<file path="src/rtl/tarb_pkg.sv">
package tarb_pkg;

  typedef enum logic [1:0] {
    CMP_EQ  = 2'd0,
    CMP_LE  = 2'd1,
    CMP_GE  = 2'd2,
    CMP_EQ2 = 2'd3
  } cmp_mode_e;

  // Ordering of the tag field relative to the reader stream so far.
  typedef enum logic [1:0] {
    REL_SAME = 2'd0,
    REL_LESS = 2'd1,
    REL_MORE = 2'd2
  } rel_e;

  function automatic logic still_in(cmp_mode_e m, rel_e r);
    case (m)
      CMP_LE:  return (r != REL_MORE);
      CMP_GE:  return (r != REL_LESS);
      default: return (r == REL_SAME);
    endcase
  endfunction

endpackage

</file>
<file path="src/rtl/tarb_walker.sv">
module tarb_walker #(
  parameter int AW        = 8,
  parameter int CW        = 9,
  parameter int PRE_LEN   = 8,
  parameter int DEF_START = 103,
  parameter int ALT_START = 71
) (
  input  logic          clk,
  input  logic          rst_n,
  input  logic          start_i,
  input  logic          blk_sel_i,
  input  logic          ptr_en_i,
  input  logic [AW-1:0] ptr_i,
  input  logic [CW-1:0] len_i,
  input  logic          step_i,
  output logic          busy_o,
  output logic [AW-1:0] addr_o,
  output logic          cmp_phase_o,
  output logic          finish_o
);

  logic          busy_q, busy_d;
  logic [AW-1:0] addr_q, addr_d;
  logic [CW-1:0] idx_q, idx_d;
  logic [CW-1:0] total_q, total_d;
  logic          last_bit;

  always_comb begin
    busy_d   = busy_q;
    addr_d   = addr_q;
    idx_d    = idx_q;
    total_d  = total_q;
    last_bit = busy_q && step_i && ((idx_q + CW'(1)) == total_q);
    if (start_i) begin
      busy_d  = 1'b1;
      idx_d   = '0;
      total_d = CW'(PRE_LEN) + len_i;
      if (ptr_en_i)       addr_d = ptr_i;
      else if (blk_sel_i) addr_d = AW'(ALT_START);
      else                addr_d = AW'(DEF_START);
    end else if (busy_q && step_i) begin
      addr_d = addr_q - AW'(1);
      idx_d  = idx_q + CW'(1);
      if (last_bit) busy_d = 1'b0;
    end
  end

  always_ff @(posedge clk or negedge rst_n) begin
    if (!rst_n) begin
      busy_q  <= 1'b0;
      addr_q  <= '0;
      idx_q   <= '0;
      total_q <= '0;
    end else begin
      busy_q  <= busy_d;
      addr_q  <= addr_d;
      idx_q   <= idx_d;
      total_q <= total_d;
    end
  end

  assign busy_o      = busy_q;
  assign addr_o      = addr_q;
  assign cmp_phase_o = (idx_q >= CW'(PRE_LEN));
  assign finish_o    = last_bit && !start_i;

endmodule

</file>
<file path="src/rtl/tarb_cmp.sv">
module tarb_cmp
  import tarb_pkg::*;
(
  input  logic      clk,
  input  logic      rst_n,
  input  logic      clear_i,
  input  cmp_mode_e mode_i,
  input  logic      step_i,
  input  logic      tag_bit_i,
  input  logic      rdr_bit_i,
  output logic      alive_o,
  output logic      alive_nxt_o
);

  cmp_mode_e mode_q, mode_d;
  rel_e      rel_q, rel_d;

  always_comb begin
    mode_d = mode_q;
    rel_d  = rel_q;
    if (clear_i) begin
      mode_d = mode_i;
      rel_d  = REL_SAME;
    end else if (step_i && (rel_q == REL_SAME) && (tag_bit_i != rdr_bit_i)) begin
      rel_d = tag_bit_i ? REL_MORE : REL_LESS;
    end
  end

  always_ff @(posedge clk or negedge rst_n) begin
    if (!rst_n) begin
      mode_q <= CMP_EQ;
      rel_q  <= REL_SAME;
    end else begin
      mode_q <= mode_d;
      rel_q  <= rel_d;
    end
  end

  assign alive_o     = still_in(mode_q, rel_q);
  assign alive_nxt_o = still_in(mode_q, rel_d);

endmodule

</file>
<file path="src/rtl/tarb_flags.sv">
module tarb_flags (
  input  logic clk,
  input  logic rst_n,
  input  logic start_i,
  input  logic kind_i,
  input  logic finish_i,
  input  logic won_i,
  input  logic cmd_reset_i,
  output logic id_o,
  output logic ids_o,
  output logic presel_o
);

  logic kind_q, kind_d;
  logic id_q, id_d;
  logic ids_q, ids_d;
  logic pre_q, pre_d;

  always_comb begin
    kind_d = start_i ? kind_i : kind_q;
    id_d   = id_q;
    ids_d  = ids_q;
    pre_d  = pre_q;
    if (finish_i) begin
      if (kind_q) pre_d = won_i;
      else if (won_i) id_d = 1'b1;
      else ids_d = 1'b1;
    end
    if (cmd_reset_i) begin
      id_d  = 1'b0;
      ids_d = 1'b0;
    end
  end

  always_ff @(posedge clk or negedge rst_n) begin
    if (!rst_n) begin
      kind_q <= 1'b0;
      id_q   <= 1'b0;
      ids_q  <= 1'b0;
      pre_q  <= 1'b0;
    end else begin
      kind_q <= kind_d;
      id_q   <= id_d;
      ids_q  <= ids_d;
      pre_q  <= pre_d;
    end
  end

  assign id_o     = id_q;
  assign ids_o    = ids_q;
  assign presel_o = pre_q;

endmodule

</file>
<file path="src/rtl/tree_arbiter.sv">
module tree_arbiter
  import tarb_pkg::*;
#(
  parameter int MEM_BITS  = 256,
  parameter int LEN_W     = 8,
  parameter int PRE_LEN   = 8,
  parameter int DEF_START = 103,
  parameter int ALT_START = 71,
  localparam int AW       = $clog2(MEM_BITS),
  localparam int CW       = LEN_W + 1
) (
  input  logic             clk,
  input  logic             rst_n,
  input  logic             start_i,
  input  logic             kind_i,
  input  logic [1:0]       mode_i,
  input  logic             blk_sel_i,
  input  logic             ptr_en_i,
  input  logic [AW-1:0]    ptr_i,
  input  logic [LEN_W-1:0] len_i,
  input  logic             rsp_vld_i,
  input  logic             rsp_bit_i,
  input  logic             cmd_reset_i,
  output logic [AW-1:0]    mem_addr_o,
  input  logic             mem_bit_i,
  output logic             tx_en_o,
  output logic             tx_bit_o,
  output logic             busy_o,
  output logic             done_o,
  output logic             won_o,
  output logic             id_o,
  output logic             ids_o,
  output logic             presel_o
);

  logic busy, cmp_phase, finish;
  logic alive, alive_nxt, cmp_step;
  logic done_q, done_d, won_q, won_d;

  tarb_walker #(
    .AW(AW), .CW(CW), .PRE_LEN(PRE_LEN),
    .DEF_START(DEF_START), .ALT_START(ALT_START)
  ) u_walk (
    .clk         (clk),
    .rst_n       (rst_n),
    .start_i     (start_i),
    .blk_sel_i   (blk_sel_i),
    .ptr_en_i    (ptr_en_i),
    .ptr_i       (ptr_i),
    .len_i       (CW'(len_i)),
    .step_i      (rsp_vld_i),
    .busy_o      (busy),
    .addr_o      (mem_addr_o),
    .cmp_phase_o (cmp_phase),
    .finish_o    (finish)
  );

  assign cmp_step = busy && rsp_vld_i && cmp_phase && !start_i;

  tarb_cmp u_cmp (
    .clk         (clk),
    .rst_n       (rst_n),
    .clear_i     (start_i),
    .mode_i      (cmp_mode_e'(mode_i)),
    .step_i      (cmp_step),
    .tag_bit_i   (mem_bit_i),
    .rdr_bit_i   (rsp_bit_i),
    .alive_o     (alive),
    .alive_nxt_o (alive_nxt)
  );

  tarb_flags u_flags (
    .clk         (clk),
    .rst_n       (rst_n),
    .start_i     (start_i),
    .kind_i      (kind_i),
    .finish_i    (finish),
    .won_i       (alive_nxt),
    .cmd_reset_i (cmd_reset_i),
    .id_o        (id_o),
    .ids_o       (ids_o),
    .presel_o    (presel_o)
  );

  always_comb begin
    done_d = finish;
    won_d  = finish ? alive_nxt : won_q;
  end

  always_ff @(posedge clk or negedge rst_n) begin
    if (!rst_n) begin
      done_q <= 1'b0;
      won_q  <= 1'b0;
    end else begin
      done_q <= done_d;
      won_q  <= won_d;
    end
  end

  assign busy_o   = busy;
  assign done_o   = done_q;
  assign won_o    = won_q;
  assign tx_bit_o = mem_bit_i;
  assign tx_en_o  = busy && alive;

endmodule

</file>
<file path="config.mk">
export PLATFORM = sky130hd
export DESIGN_NAME = tree_arbiter
export DESIGN_NICKNAME = d
export VERILOG_FILES = /design/src/rtl/tarb_pkg.sv /design/src/rtl/tarb_walker.sv /design/src/rtl/tarb_cmp.sv /design/src/rtl/tarb_flags.sv /design/src/rtl/tree_arbiter.sv
export SDC_FILE = /design/constraint.sdc
export NUM_CORES = 1
export LEC_CHECK = 0
export CAP_MARGIN = 15
export CORE_MARGIN = 2
export CORE_UTILIZATION = 35
export DETAILED_ROUTE_END_ITERATION = 8
export PLACE_DENSITY_LB_ADDON = 0.15
export SYNTH_ARGS = -nofsm -noshare
export SYNTH_HDL_FRONTEND = slang
export SYNTH_SLANG_ARGS = --single-unit
</file>
<file path="constraint.sdc">
create_clock -name clk -period 3.1 [get_ports clk]
set_input_delay 0.62 -clock clk [delete_from_list [all_inputs] [get_ports clk]]
set_output_delay 0.62 -clock clk [all_outputs]
set_load 0.05 [all_outputs]
</file>
==> reports/metrics.cfg, run 1 <==
[outcome]
outcome=finished clean

[layout]
syn_to_final_growth_pct=26.3
finalInstanceArea_um2=2640
diodes=0
stdcell_count=331
fin_nets=288
layout-drive-gt1-share=0.0938

[logic_synthesis]
ys_seq_elements=37
syn_area_um2=2090
synth_edf_count=0
synth_nets=247
yosysSeqAreaShare=0.444
ys.warnings.count=0
yosysMostFrequentCell=dfrtp_1
synth.top_cell.area_share=0.444
syn_avg_cell_area_um2=9.75
synthTopCellsByCount=dfrtp_1, nor2_1, a21oi_1
synth_area_leaders=dfrtp_1, xnor2_1, xor2_1
syn_inst=214
synth_largest_area_cell=dfrtp_1
synth-async-reset-ratio=1.00
synth_cell_types=49
synth_flop_cell=dfrtp_1

[place]
io_buffers=43
gp_congestion=0.789
placed_cells=323
dpl_cell_area_um2=2550
hpwl_um=3410

[die]
fp.dieH_um=81.2
die_w_um=81.2
io_pins=44
start_util=0.357
dieArea_um2=6600
fp-row-count=28
coreArea_um2=5850

[sta]
setup_viol=0
tns_ps=0
holdWs_ps=430
rsz0062_at_grt=no
max_freq_ghz=0.365
fin_crit_sh=0.885
slew_headroom=0.442
worst_pin_slew_ps=836
clock_skew_ps=6.31
hold_violations=0
min_period_ps=2740
drv_slew=0

[global_routing]
grt_pass1_wl_um=8370
grt-ovfl-total=0
track_usage=0.166
grt_pass1_vias=1801
antenna_found_initial=0
grt_max_degree=38

[clock_network]
cts_buffers=5
cts_setup_buffers=0
clockBufferDepth=2
cts_hold_buffers=0
cts_sinks=37
worstSkewPairLatency_ps=290
h-tree-depth=2
cts_tree=yes
root_buffer=clkbuf_8
clkTransAtPathRegs_ps=70
cts_resized=0

[route]
vias=1715
drc=0
ant_nets=0
routedWlPerCell_um=14.6
via_per_inst=5.18
dr.pass1.iters=4
routed_wl_um=4840
drt_iter0_drc=69

[worst_setup_path]
required_ps=2480
path_max_fanout=3
crit_type=reg -> out
critPathLaunch=u_cmp.mode_q[0]$_DFFE_PN0P_
critPathSlowestCell=clkdlybuf4s50_1
cp-start-kind=register
crit_chain=inv_1, ha_1, nor2b_1, o21ai_0, and3_1, clkdlybuf4s50_1
critical_path_arrival_ps=2120
slowest_delay_ps=800
reg2reg_from=u_walk.idx_q[0]$_DFFE_PN0P_
crit_path_end_kind=output pin

[pwr]
power_density_nw_per_um2=423
ir_worst_vdd_mv=0.195
power.leakage_nw=1.04

[run]
maxCapViolations=0

[hold_path]
hold_path.class=in -> async

-- kinds of logic (layout without fill, tap and decap cells) --
group / Yosys count / in the layout / share of synthesized area
adder cells (fa/ha/maj): 5 / 5 / 0.0300
XOR/XNOR: 26 / 26 / 0.109
buffers and inverters: 17 / 59 / 0.0432
AND/OR/NAND/NOR: 74 / 74 / 0.185
flip-flops: 37 / 37 / 0.444
multiplexers: 8 / 8 / 0.0432
AO/OA/AOI/OAI: 47 / 47 / 0.146
-- metal layers --
metal | routed length (um) | vias to the layer above | global-route usage
met3 | 145 | 8 | 0.0356
met2 | 2240 | 28 | 0.262
li1 | - | 843 | -
met1 | 2370 | 836 | 0.221
met5 | 0 | - | 0
met4 | 87 | 0 | 0.0695
-- registers in the layout (all words and copies together), names as in the netlist --
signal / flops
won_o: 1
u_cmp.rel_q: 2
done_o: 1
u_cmp.mode_q: 2
u_walk.total_q: 9
u_flags.ids_o: 1
u_flags.kind_q: 1
u_walk.addr_o: 8
u_walk.busy_o: 1
u_walk.idx_q: 9
u_flags.id_o: 1
u_flags.presel_o: 1
-- cell usage in the layout, fill, tap and decap left out, types with 2 or more instances in the layout --
| master | n |
|---|---|
| xor2_1 | 13 |
| a2111oi_0 | 2 |
| buf_4 | 2 |
| ha_1 | 5 |
| a21oi_1 | 16 |
| o21ai_0 | 11 |
| and2_1 | 2 |
| a31oi_1 | 2 |
| o211ai_1 | 2 |
| o31ai_1 | 2 |
| nor2_1 | 22 |
| inv_1 | 5 |
| xnor2_1 | 13 |
| and3_1 | 2 |
| o41ai_1 | 2 |
| nand4_1 | 4 |
| dfrtp_1 | 37 |
| nor4_1 | 3 |
| nand3_1 | 10 |
| nor3b_1 | 3 |
| clkdlybuf4s50_1 | 42 |
| clkbuf_8 | 5 |
| clkinv_2 | 2 |
| nor3_1 | 2 |
| nand2_1 | 11 |
| mux2_2 | 7 |
| nand2b_1 | 5 |
| or3_1 | 2 |
-- worst paths after layout --
| path | end | slack (ps) | cells after the start |
|---|---|---|---|
| max | tx_en_o | 360 | 6 |
| min | u_flags.ids_o$_DFFE_PN0P_ | 430 | 1 |
| max reg2reg | u_flags.presel_o$_DFFE_PN0P_ | 690 | 6 |
| min reg2reg | u_flags.id_o$_DFFE_PN0P_ | 490 | 2 |
| max in group asynchronous | u_walk.addr_o[5]$_DFFE_PN0P_ | 2140 | 1 |
| min in group clk | u_flags.id_o$_DFFE_PN0P_ | 490 | 2 |
-- final cells by class --
class	count	area, um2
timing repair buffer	45	440
fill	582	3210
clock inverter	2	10.0
clock buffer	6	72.6
multi-input combinational	160	1070
inverter	6	22.5
sequential	37	926
tap	75	93.8
-- metrics by stage --
| step | power (mW) | utilization | worst slack [ps] |
|---|---|---|---|
| CTS | 1.13 | 0.451 | 342 |
| detailed placement | 0.796 | 0.436 | 434 |
| global placement | 0.794 | 0.436 | 523 |
| floorplan | 0.692 | - | 892 |
| finish | 1.11 | 0.451 | 358 |
| global route | 1.18 | 0.451 | 257 |
-- report_power, final --
| part | leakage, nW | internal, mW | switching [mW] |
|---|---|---|---|
| combinational | 0.535 | 0.106 | 0.135 |
| clock | 0.0450 | 0.156 | 0.174 |
| sequential | 0.464 | 0.513 | 0.0298 |
| total | 1.04 | 0.776 | 0.338 |
-- critical path: cells and delay by family, from the launching register on --
kind | cells | cell delay, ps
buffers and inverters | 2 | 850
DFF | 1 | 320
and+or+nand+nor | 2 | 320
adders and majority gates | 1 | 220
AOI/OAI and AO/OA | 1 | 130
Power figures use the tool's default switching activity.
==> run 2, diff against run 1 <==
CAP_MARGIN = 20   (was 15)
GPL_TIMING_DRIVEN = 0   (was default)
==> reports/metrics.cfg, run 2 (synthesis results as in run 1) <==
[die]
fp-row-count=28  ; unchanged
dieArea_um2=6600  ; unchanged
die_w_um=81.2  ; unchanged
start_util=0.357  ; unchanged
coreArea_um2=5850  ; unchanged
io_pins=44  ; unchanged
fp.dieH_um=81.2  ; unchanged

[layout]
syn_to_final_growth_pct=30.5
layout-drive-gt1-share=0.102  ; +0.00814
fin_nets=297  ; +3.1%
layout_common_cells=clkdlybuf4s50_1, dfrtp_1, nor2_1, a21oi_1
diodes=0  ; unchanged
utilization=0.465  ; +0.0148
finalInstanceArea_um2=2720  ; +3.3%
final_common_cell=clkdlybuf4s50_1

[clock_network]
cts_sinks=37  ; unchanged
root_buffer=clkbuf_8
cts_resized=0  ; unchanged
clkTransAtPathRegs_ps=70  ; about the same
cts_setup_buffers=0  ; unchanged
cts_tree=yes
clockBufferDepth=2  ; unchanged
cts_hold_buffers=0  ; unchanged
h-tree-depth=2  ; unchanged
cts_buffers=5  ; unchanged
worstSkewPairLatency_ps=280  ; about the same

[worst_setup_path]
crit_path_end_kind=output pin
reg2reg_to=u_flags.presel_o$_DFFE_PN0P_
cp-start-kind=register
crit_type=reg -> out
critical_path_arrival_ps=2100  ; -20 ps
rr_worst_depth=6  ; unchanged
path_max_fanout=3  ; unchanged
required_ps=2480  ; about the same
rrSetupSlack_ps=610  ; -80 ps
reg2reg_from=u_walk.idx_q[0]$_DFFE_PN0P_

[route]
routedWlPerCell_um=14.2  ; -3.0%
drc=0  ; unchanged
ant_nets=0  ; unchanged
routed_wl_um=4830  ; -0.33%
via_per_inst=5.13  ; -1.0%
dr.pass1.iters=6  ; +2
vias=1744  ; +1.7%
drt_iter0_drc=51  ; -26%

[global_routing]
grt_pass1_vias=1694  ; -5.9%
grt-ovfl-total=0  ; unchanged
track_usage=0.161  ; -0.00459
grt_pass1_wl_um=8100  ; -3.2%
antenna_found_initial=0  ; unchanged
grt_max_degree=38  ; unchanged

[outcome]
outcome=finished clean

[pwr]
ir_worst_vdd_mv=0.291  ; +49%
power_density_nw_per_um2=446  ; +5.6%
power.leakage_nw=1.08  ; +3.8%

[hold_path]
hold_path.class=in -> async

[sta]
fin_crit_sh=0.878  ; -0.00624
max_freq_ghz=0.367  ; +0.71%
rsz0062_at_grt=no
tns_ps=0  ; unchanged
slew_headroom=0.437  ; -0.00578
worst_pin_slew_ps=845  ; +8.67 ps
setup_viol=0  ; unchanged
clock_skew_ps=2.98  ; -3.32 ps
hold_violations=0  ; unchanged
drv_slew=0  ; unchanged
holdWs_ps=436  ; +5.52 ps
min_period_ps=2720  ; -19.3 ps

[place]
gp_congestion=0.793  ; +0.48%
dpl_cell_area_um2=2610  ; +2.1%
io_buffers=43  ; unchanged
hpwl_um=3570  ; +4.9%

[run]
maxCapViolations=0  ; unchanged

run 2: cell count changes in the layout (fill, tap and decap cells not counted), sizes merged:
| cell | delta |
|---|---|
| clkinv | -2 |
| bufinv | +1 |
| clkbuf | +8 |
| buf | +2 |
run 2: worst max path at each step:
stage                                 from                           end  slack (ps)  cells after the start
2_1_floorplan  u_walk.idx_q[0]$_DFFE_PN0P_  u_flags.presel_o$_DFFE_PN0P_         890                      6
3_3_place_gp                       start_i      u_flags.id_o$_DFFE_PN0P_         330                      5
3_5_place_dp                       start_i      u_flags.id_o$_DFFE_PN0P_         340                      5
4_1_cts        u_cmp.mode_q[1]$_DFFE_PN0P_                       tx_en_o         360                      4
5_1_grt        u_cmp.mode_q[1]$_DFFE_PN0P_                       tx_en_o         270                      5
6_report       u_cmp.mode_q[1]$_DFFE_PN0P_                       tx_en_o         380                      5
run 2: per-stage QoR:
| stage | power, mW | instances | setup slack (ps) |
|---|---|---|---|
| detailed placement | 0.797 | 332 | 336 |
| global placement | 0.796 | 332 | 332 |
| global route | 1.28 | 340 | 266 |
| finish | 1.21 | 340 | 377 |
| floorplan | 0.692 | 214 | 892 |
| CTS | 1.23 | 340 | 358 |
run 2: power breakdown:
part | switching (mW) | leakage (nW) | internal [mW]
Combinational | 0.134 | 0.562 | 0.107
Sequential | 0.0295 | 0.464 | 0.513
Clock | 0.168 | 0.0585 | 0.262
run 2: layer usage:
layer	vias to the layer above	wire [um]	GRT usage
li1	861	-	-
met1	846	2370	0.225
met2	29	2210	0.244
met3	8	149	0.0344
met4	0	94	0.0644
met5	-	0	0
run 2: final cells by class:
| class | count | area (um2) |
|---|---|---|
| fillers | 575 | 3130 |
| multi-input cells | 160 | 1070 |
| flip-flops and latches | 37 | 926 |
| repair buffers | 43 | 425 |
| well taps | 75 | 93.8 |
| clock buffers | 7 | 86.3 |
| plain buffers | 11 | 67.6 |
| clock inverters | 1 | 30.0 |
| inverters | 6 | 22.5 |
run 2: critical path, stage by stage (launching register included):
cell and delay (ps):
dfrtp_1 380, ha_1 210, nor2b_1 140, o21ai_0 130, and3_1 160, clkdlybuf4s50_1 800
